**config.mk**
```make
export PLATFORM = sky130hd
export DESIGN_NAME = i2c_xfer_seq
export DESIGN_NICKNAME = d
export VERILOG_FILES = /design/src/rtl/i2c_seq_pkg.sv /design/src/rtl/i2c_seq_buf.sv /design/src/rtl/i2c_seq_fsm.sv /design/src/rtl/i2c_xfer_seq.sv
export SDC_FILE = /design/constraint.sdc
export NUM_CORES = 1
export LEC_CHECK = 0
export BUFFER_PORTS_ARGS = -buffer_cell sky130_fd_sc_hd__buf_2
export CAP_MARGIN = 20
export CORE_UTILIZATION = 47
export DETAILED_ROUTE_END_ITERATION = 16
export GPL_TIMING_DRIVEN = 0
export PLACE_DENSITY = 0.92
export SLEW_MARGIN = 20
export SYNTH_ARGS = -nofsm -noshare
export SYNTH_HDL_FRONTEND = slang
export SYNTH_SLANG_ARGS = --single-unit
```
**constraint.sdc**
```tcl
create_clock -name clk -period 1.89 [get_ports clk]
set_input_delay 0.0945 -clock clk [delete_from_list [all_inputs] [get_ports clk]]
set_output_delay 0.0945 -clock clk [all_outputs]
set_load 0.02 [all_outputs]
```
**src/rtl/i2c_seq_pkg.sv**
```systemverilog
// Shared types and control-word bit positions for the transfer sequencer.
// Assumes the byte-count field sits at bit 4 and is at most 2 bits wide.
package i2c_seq_pkg;
    typedef enum logic [1:0] {
        OP_START = 2'd0,
        OP_WRITE = 2'd1,
        OP_READ  = 2'd2,
        OP_STOP  = 2'd3
    } eng_op_t;

    typedef enum logic [2:0] {
        S_IDLE = 3'd0,
        S_ADDR = 3'd1,
        S_DATA = 3'd2,
        S_STOP = 3'd3,
        S_FIN  = 3'd4,
        S_HALT = 3'd5
    } seq_state_t;

    localparam int CB_GO     = 0;
    localparam int CB_READ   = 1;
    localparam int CB_CHAIN  = 2;
    localparam int CB_RSTART = 3;
    localparam int CB_COUNT  = 4;
    localparam int CB_HALT   = 7;
endpackage

```
**src/rtl/i2c_seq_buf.sv**
```systemverilog
// Byte-lane data buffer shared by the write and read directions.
// Loads every lane at once when a transfer starts and replaces one lane per
// received byte. Assumes load and lane write never coincide.
module i2c_seq_buf #(
    parameter int NBYTES = 4,
    parameter int IDX_W  = 2
) (
    input  logic                  clk,
    input  logic                  rst_n,
    input  logic                  load,
    input  logic [NBYTES*8-1:0]   load_data,
    input  logic                  wr_en,
    input  logic [IDX_W-1:0]      wr_idx,
    input  logic [7:0]            wr_byte,
    input  logic [IDX_W-1:0]      rd_idx,
    output logic [7:0]            rd_byte,
    output logic [NBYTES*8-1:0]   contents
);
    logic [7:0] lane_q [NBYTES];

    for (genvar g = 0; g < NBYTES; g++) begin : g_lane
        // Hold one lane: bulk load on start, single replace on a read byte.
        always_ff @(posedge clk) begin
            if (!rst_n) begin
                lane_q[g] <= 8'h00;
            end else if (load) begin
                lane_q[g] <= load_data[g*8 +: 8];
            end else if (wr_en && (wr_idx == IDX_W'(g))) begin
                lane_q[g] <= wr_byte;
            end
        end
        assign contents[g*8 +: 8] = lane_q[g];
    end

    // Present the lane selected for the next write request.
    always_comb rd_byte = lane_q[rd_idx];
endmodule

```
**src/rtl/i2c_seq_fsm.sv**
```systemverilog
// Sequencer state machine. Accepts a control word when idle. It walks the
// address / byte / stop requests of one transfer, or the single stop of a
// halt, and keeps the error, abort, count and bus-held state. Assumes the
// engine answers each held request with a one-cycle ack or nack.
module i2c_seq_fsm
    import i2c_seq_pkg::*;
#(
    parameter int NBYTES = 4,
    parameter int IDX_W  = 2,
    parameter int CNT_W  = 3
) (
    input  logic              clk,
    input  logic              rst_n,
    input  logic              cmd_wr,
    input  logic [7:0]        cmd_word,
    input  logic              done_irq_en,
    input  logic              halt_irq_en,
    input  logic              eng_ack,
    input  logic              eng_nack,
    output logic              eng_req,
    output logic [1:0]        eng_op,
    output logic              eng_rd,
    output logic              busy,
    output logic              bus_held,
    output logic [7:0]        ctrl_word,
    output logic              err_flag,
    output logic              abort_flag,
    output logic [CNT_W-1:0]  xfer_count,
    output logic              done,
    output logic              done_irq,
    output logic              halt_irq,
    output logic              buf_load,
    output logic              buf_wr,
    output logic [IDX_W-1:0]  buf_idx
);
    seq_state_t        state_q, state_d;
    logic [7:0]        ctrl_q;
    logic              held_q, err_q, abort_q, done_q, halt_irq_q;
    logic [CNT_W-1:0]  sent_q, cnt_q;

    logic              accept, halt_go, start_go, stop_each, resp;
    logic [CNT_W-1:0]  n_bytes, sent_next;

    // Decode the command and the per-byte stop policy.
    always_comb begin
        accept    = cmd_wr && (state_q == S_IDLE);
        halt_go   = accept && cmd_word[CB_HALT] && held_q;
        start_go  = accept && !halt_go && cmd_word[CB_GO];
        stop_each = ctrl_q[CB_RSTART] || !ctrl_q[CB_CHAIN];
        n_bytes   = CNT_W'(ctrl_q[CB_COUNT +: IDX_W]) + CNT_W'(1);
        sent_next = sent_q + CNT_W'(1);
        resp      = eng_ack || eng_nack;
    end

    // Choose the next step of the sequence.
    always_comb begin
        state_d = state_q;
        unique case (state_q)
            S_IDLE: begin
                if (halt_go)       state_d = S_HALT;
                else if (start_go) state_d = held_q ? S_DATA : S_ADDR;
            end
            S_ADDR: begin
                if (eng_ack)       state_d = S_DATA;
                else if (eng_nack) state_d = S_FIN;
            end
            S_DATA: begin
                if (eng_nack)                   state_d = S_FIN;
                else if (eng_ack && stop_each)  state_d = S_STOP;
                else if (eng_ack)               state_d = (sent_next == n_bytes) ? S_FIN : S_DATA;
            end
            S_STOP: begin
                if (resp) state_d = (sent_q == n_bytes) ? S_FIN : S_ADDR;
            end
            S_HALT:  if (resp) state_d = S_IDLE;
            S_FIN:   state_d = S_IDLE;
            default: state_d = S_IDLE;
        endcase
    end

    // Advance the state and all sequence-owned flags.
    always_ff @(posedge clk) begin
        if (!rst_n) begin
            state_q    <= S_IDLE;
            ctrl_q     <= 8'h00;
            held_q     <= 1'b0;
            err_q      <= 1'b0;
            abort_q    <= 1'b0;
            sent_q     <= '0;
            cnt_q      <= '0;
            done_q     <= 1'b0;
            halt_irq_q <= 1'b0;
        end else begin
            state_q    <= state_d;
            done_q     <= (state_q == S_FIN);
            halt_irq_q <= (state_q == S_HALT) && resp && halt_irq_en;
            if (accept) ctrl_q <= {cmd_word[7:1], 1'b0};
            if (start_go) begin
                abort_q <= 1'b0;
                sent_q  <= '0;
            end
            if (state_q == S_ADDR && eng_ack) begin
                held_q <= 1'b1;
                err_q  <= 1'b0;
            end
            if ((state_q == S_ADDR || state_q == S_DATA) && eng_nack) begin
                err_q   <= 1'b1;
                abort_q <= 1'b1;
            end
            if (state_q == S_DATA && eng_ack) sent_q <= sent_next;
            if ((state_q == S_STOP || state_q == S_HALT) && resp) held_q <= 1'b0;
            if (state_q == S_FIN) cnt_q <= sent_q;
        end
    end

    // Drive the engine request and the status outputs.
    always_comb begin
        eng_req = (state_q == S_ADDR) || (state_q == S_DATA) ||
                  (state_q == S_STOP) || (state_q == S_HALT);
        unique case (state_q)
            S_ADDR:  eng_op = OP_START;
            S_DATA:  eng_op = ctrl_q[CB_READ] ? OP_READ : OP_WRITE;
            default: eng_op = OP_STOP;
        endcase
        eng_rd     = ctrl_q[CB_READ];
        busy       = (state_q != S_IDLE);
        bus_held   = held_q;
        ctrl_word  = ctrl_q;
        err_flag   = err_q;
        abort_flag = abort_q;
        xfer_count = cnt_q;
        done       = done_q;
        done_irq   = done_q && (cnt_q != '0) && done_irq_en;
        halt_irq   = halt_irq_q;
        buf_load   = start_go;
        buf_wr     = (state_q == S_DATA) && eng_ack && ctrl_q[CB_READ];
        buf_idx    = sent_q[IDX_W-1:0];
    end
endmodule

```
**src/rtl/i2c_xfer_seq.sv**
```systemverilog
// Top of the I2C master transfer sequencer. Joins the state machine to the
// byte buffer and forms the 7-bit target address. Assumes NBYTES is at most
// 4, so the count field fits in control bits 5:4. Command bit 6 is stored but
// never used: only 7-bit addressing is supported.
module i2c_xfer_seq #(
    parameter int NBYTES = 4,
    localparam int IDX_W = (NBYTES > 1) ? $clog2(NBYTES) : 1,
    localparam int CNT_W = $clog2(NBYTES + 1),
    localparam int BUF_W = NBYTES * 8
) (
    input  logic              clk,
    input  logic              rst_n,
    input  logic              cmd_wr,
    input  logic [7:0]        cmd_word,
    input  logic [7:0]        addr_reg,
    input  logic [BUF_W-1:0]  data_in,
    input  logic              done_irq_en,
    input  logic              halt_irq_en,
    output logic              eng_req,
    output logic [1:0]        eng_op,
    output logic [6:0]        eng_addr,
    output logic              eng_rd,
    output logic [7:0]        eng_wdata,
    input  logic              eng_ack,
    input  logic              eng_nack,
    input  logic [7:0]        eng_rdata,
    output logic              busy,
    output logic              bus_held,
    output logic [7:0]        ctrl_word,
    output logic              err_flag,
    output logic              abort_flag,
    output logic [CNT_W-1:0]  xfer_count,
    output logic [BUF_W-1:0]  data_out,
    output logic              done,
    output logic              done_irq,
    output logic              halt_irq
);
    logic             buf_load, buf_wr;
    logic [IDX_W-1:0] buf_idx;
    logic             unused_addr_lsb;

    // The target address is the register shifted right by one.
    assign eng_addr        = addr_reg[7:1];
    assign unused_addr_lsb = addr_reg[0];

    i2c_seq_fsm #(.NBYTES(NBYTES), .IDX_W(IDX_W), .CNT_W(CNT_W)) u_fsm (
        .clk(clk), .rst_n(rst_n), .cmd_wr(cmd_wr), .cmd_word(cmd_word),
        .done_irq_en(done_irq_en), .halt_irq_en(halt_irq_en),
        .eng_ack(eng_ack), .eng_nack(eng_nack),
        .eng_req(eng_req), .eng_op(eng_op), .eng_rd(eng_rd),
        .busy(busy), .bus_held(bus_held), .ctrl_word(ctrl_word),
        .err_flag(err_flag), .abort_flag(abort_flag), .xfer_count(xfer_count),
        .done(done), .done_irq(done_irq), .halt_irq(halt_irq),
        .buf_load(buf_load), .buf_wr(buf_wr), .buf_idx(buf_idx)
    );

    i2c_seq_buf #(.NBYTES(NBYTES), .IDX_W(IDX_W)) u_buf (
        .clk(clk), .rst_n(rst_n), .load(buf_load), .load_data(data_in),
        .wr_en(buf_wr), .wr_idx(buf_idx), .wr_byte(eng_rdata),
        .rd_idx(buf_idx), .rd_byte(eng_wdata), .contents(data_out)
    );
endmodule

```
==> impl_metrics.json <==
{
  "outcome": "complete, no violations",
  "cp.depth": 5,
  "final_core_area_utilization": 0.642,
  "commonest_cells_after_routing_fill_and_taps_aside": "126 x sky130_fd_sc_hd__buf_2, 32 x sky130_fd_sc_hd__a22o_1, 32 x sky130_fd_sc_hd__edfxtp_1",
  "worstMarginPinSlew_ns": 0.651,
  "worst_skew_pair.late_latency_ns": 0.31,
  "synth_flop_cell": "sky130_fd_sc_hd__edfxtp_1",
  "timing.fmax_mhz": 541,
  "netlist-cell-type-count": 50,
  "detailedRoute.firstIterationViolations": 161,
  "synth_largest_area_cell": "sky130_fd_sc_hd__edfxtp_1",
  "global_route.usage.total": 0.248,
  "final_common_cell": "sky130_fd_sc_hd__buf_2",
  "remaining_drc_errors": 0,
  "critPathMaxStageDelay_ns": 0.40,
  "yosys_warnings": 0,
  "clock-sinks": 55,
  "critical_path_class": "flip-flop to flip-flop",
  "cts.reportedPaths.clkPinSlew_ns": 0.10,
  "timing.reg2reg.setup_slack_ns": 0.04,
  "share_of_the_yosys_chip_area_belonging_to_registers": 0.492,
  "antenna-diode-count": 0,
  "first_pass_grt_wire_length_um": 11900,
  "detail_route.first_pass.iterations": 4,
  "hpwlAfterDp_um": 6130,
  "numCtsBuffers": 5,
  "drive_gt1_frac": 0.464,
  "timing.hold.worst.class": "input port to flip-flop",
  "pin_count_of_the_biggest_net_entering_global_routing": 18,
  "pin_count": 132,
  "totalPowerFinal_w": 0.00370,
  "dieHeight_um": 80.4,
  "slowest_stage_cell_cp": "sky130_fd_sc_hd__xor3_1",
  "coreArea_mm2": 0.00592,
  "reg2reg_depth": 5,
  "num_rows": 28,
  "post_drt_wl_per_cell_um": 17.5,
  "global_route.overflow_total": 0,
  "syn-num-nets": 324,
  "htree_num_levels": 2,
  "synth.avg_cell_area_um2": 11.3,
  "worst_slew_margin_rel": 0.565,
  "timing.final.crit_share": 0.977,
  "fin_nets": 459,
  "tritoncts_clock_tree": "yes",
  "hold_path_stages": 3,
  "fraction_of_synthesized_cell_area_taken_by_the_top_area_cell_type": 0.332,
  "crit_chain": "ha_2, xor3_1, a2111oi_4, nand2_1, a221oi_2",
  "fp.dieArea_mm2": 0.00647,
  "count_of_final_setup_violators": 0,
  "antenna_found_initial": 0,
  "cpLargestDelayFamily": "compound AO/OA/AOI/OAI gates",
  "finalInstanceArea_mm2": 0.00380,
  "timing.setup.tns_ns": 0,
  "crit_path_max_fanout": 7,
  "worstPathBufferInverterCount": 0,
  "synth-seq-cells": 55,
  "clock-skew-final_ns": 0.0127,
  "holdWs_ns": 0.0159,
  "leakage_power_nw": 1.73,
  "timing.critical_path.arrival_ns": 2.06,
  "port-buffer-count": 121,
  "via_per_inst": 5.70,
  "dpl-instance-area_mm2": 0.00359,
  "via_count_of_the_first_global_routing_pass": 2466,
  "synth_cells": 256,
  "synth_async_sr_flop_share": 0,
  "post_synth_instance_area_mm2": 0.00289,
  "worst-endpoint-required_ns": 2.10,
  "cts_hold_repair.buffers": 0,
  "start_util": 0.488,
  "cp-end-kind": "flip-flop",
  "hold_end": "u_fsm.ctrl_word[1]",
  "start_kind": "flip-flop",
  "regToRegEndpoint": "u_fsm.state_q[2]",
  "root_buffer": "sky130_fd_sc_hd__clkbuf_8",
  "routed_wl_um": 8160,
  "ant_nets": 0,
  "peakVddDrop_mv": 0.743,
  "cellPowerDensity_mw_per_mm2": 974,
  "finalWeightedCongestion": 0.911,
  "area_growth_syn_to_layout_pct": 31.5,
  "clockBufferDepth": 2,
  "vias": 2664,
  "synth-edff-count": 32,
  "ys_top_cells_by_area": "sky130_fd_sc_hd__edfxtp_1 33%, sky130_fd_sc_hd__dfxtp_1 16%, sky130_fd_sc_hd__a22o_1 9.7%, sky130_fd_sc_hd__mux4_2 6.2%, sky130_fd_sc_hd__buf_4 3.9%",
  "die_w_um": 80.4,
  "final.min_clock_period_ns": 1.85,
  "max_slew_violation_total_from_the_final_report": 0,
  "hold_violations": 0,
  "cap_viol_max_count": 0,
  "crit-reg2reg-launch": "u_fsm.sent_q[0]",
  "min-delay-start": "cmd_word[1]"
}
-- cells in the mapped netlist, drive strengths merged (2+ instances only) --
master	count
a2111oi	4
a21oi	13
a221oi	2
a22o	32
and2	2
and3	6
buf	22
clkbuf	6
dfxtp	23
edfxtp	32
ha	5
inv	5
mux2i	3
mux4	8
nand2	30
nand2b	5
nand3	12
nand3b	2
nand4	2
nor2	11
nor3	3
nor4	2
o21ai	2
xnor2	2
xor2	5
-- cell type report --
cell class | count | area (um^2)
Timing Repair Buffer | 128 | 658
Sequential cell | 55 | 1430
Fill cell | 471 | 2120
Tap cell | 75 | 93.8
Inverter | 6 | 22.5
Buffer | 28 | 173
Multi-Input combinational cell | 167 | 1330
Clock inverter | 2 | 16.3
Clock buffer | 6 | 82.6
-- worst min-delay path, delay by kind of cell --
family                 cells  cell delay (ns)
AND/OR/NAND/NOR            1             0.04
buffers and inverters      1             0.09
AO/OA/AOI/OAI              1             0.05
-- metrics by stage --
step,std cells,worst slack [ns]
after floorplan,256,0.150
after global placement,452,-0.0770
after detailed placement,452,-0.175
after CTS,461,-0.0214
after global routing,467,-0.0259
final,467,0.0432
-- registers in the layout (all words and copies together) (netlist names), named ones only --
name / count
u_fsm.ctrl_word: 7
u_fsm.sent_q: 3
u_fsm.bus_held: 1
u_fsm.abort_flag: 1
u_fsm.err_flag: 1
u_buf.lane_q: 32
u_fsm.xfer_count: 3
u_fsm.halt_irq: 1
u_fsm.done: 1
u_fsm.state_q: 3
-- cells by family (layout without fill, tap and decap cells) --
kind of cell	count (synthesis)	in the layout	share of synthesized area
muxes	11	11	0.0727
xor gates and xnor gates	8	8	0.0294
and+or+nand+nor	79	79	0.142
buffers and inverters	34	170	0.0662
other	1	1	0.00130
AOI/OAI and AO/OA	63	63	0.175
adders and majority gates	5	5	0.0216
DFF	55	55	0.492
-- report_power, final --
part           internal (W)  total (W)  switching, W
registers           0.00144    0.00157      0.000123
logic              0.000560    0.00144      0.000883
clock network      0.000300   0.000692      0.000392
total               0.00230    0.00370       0.00140
-- layer usage --
layer	GRT usage	share of wire	up-vias
met5	0	0	-
met4	0.0946	0.017	0
met3	0.0455	0.090	16
met2	0.468	0.52	166
met1	0.270	0.37	1250
li1	-	-	1232
-- worst max-delay path by stage --
stage,start,to
after global placement,u_fsm.sent_q[0],u_fsm.state_q[2]
final,u_fsm.sent_q[0],u_fsm.state_q[2]
after floorplan,u_fsm.sent_q[0],u_fsm.state_q[2]
after CTS,u_fsm.sent_q[0],u_fsm.state_q[2]
after global routing,u_fsm.state_q[1],u_buf.lane_q[0][6]
after detailed placement,u_fsm.sent_q[0],u_fsm.state_q[2]
-- repair_timing --
item | in CTS | in global routing
buffers inserted | 1 | 6
pin swaps | 1 | 0
setup endpoints to repair | 66 | 69
gates resized for setup | 9 | 9
No activity file was read; power rests on OpenSTA's default activity.
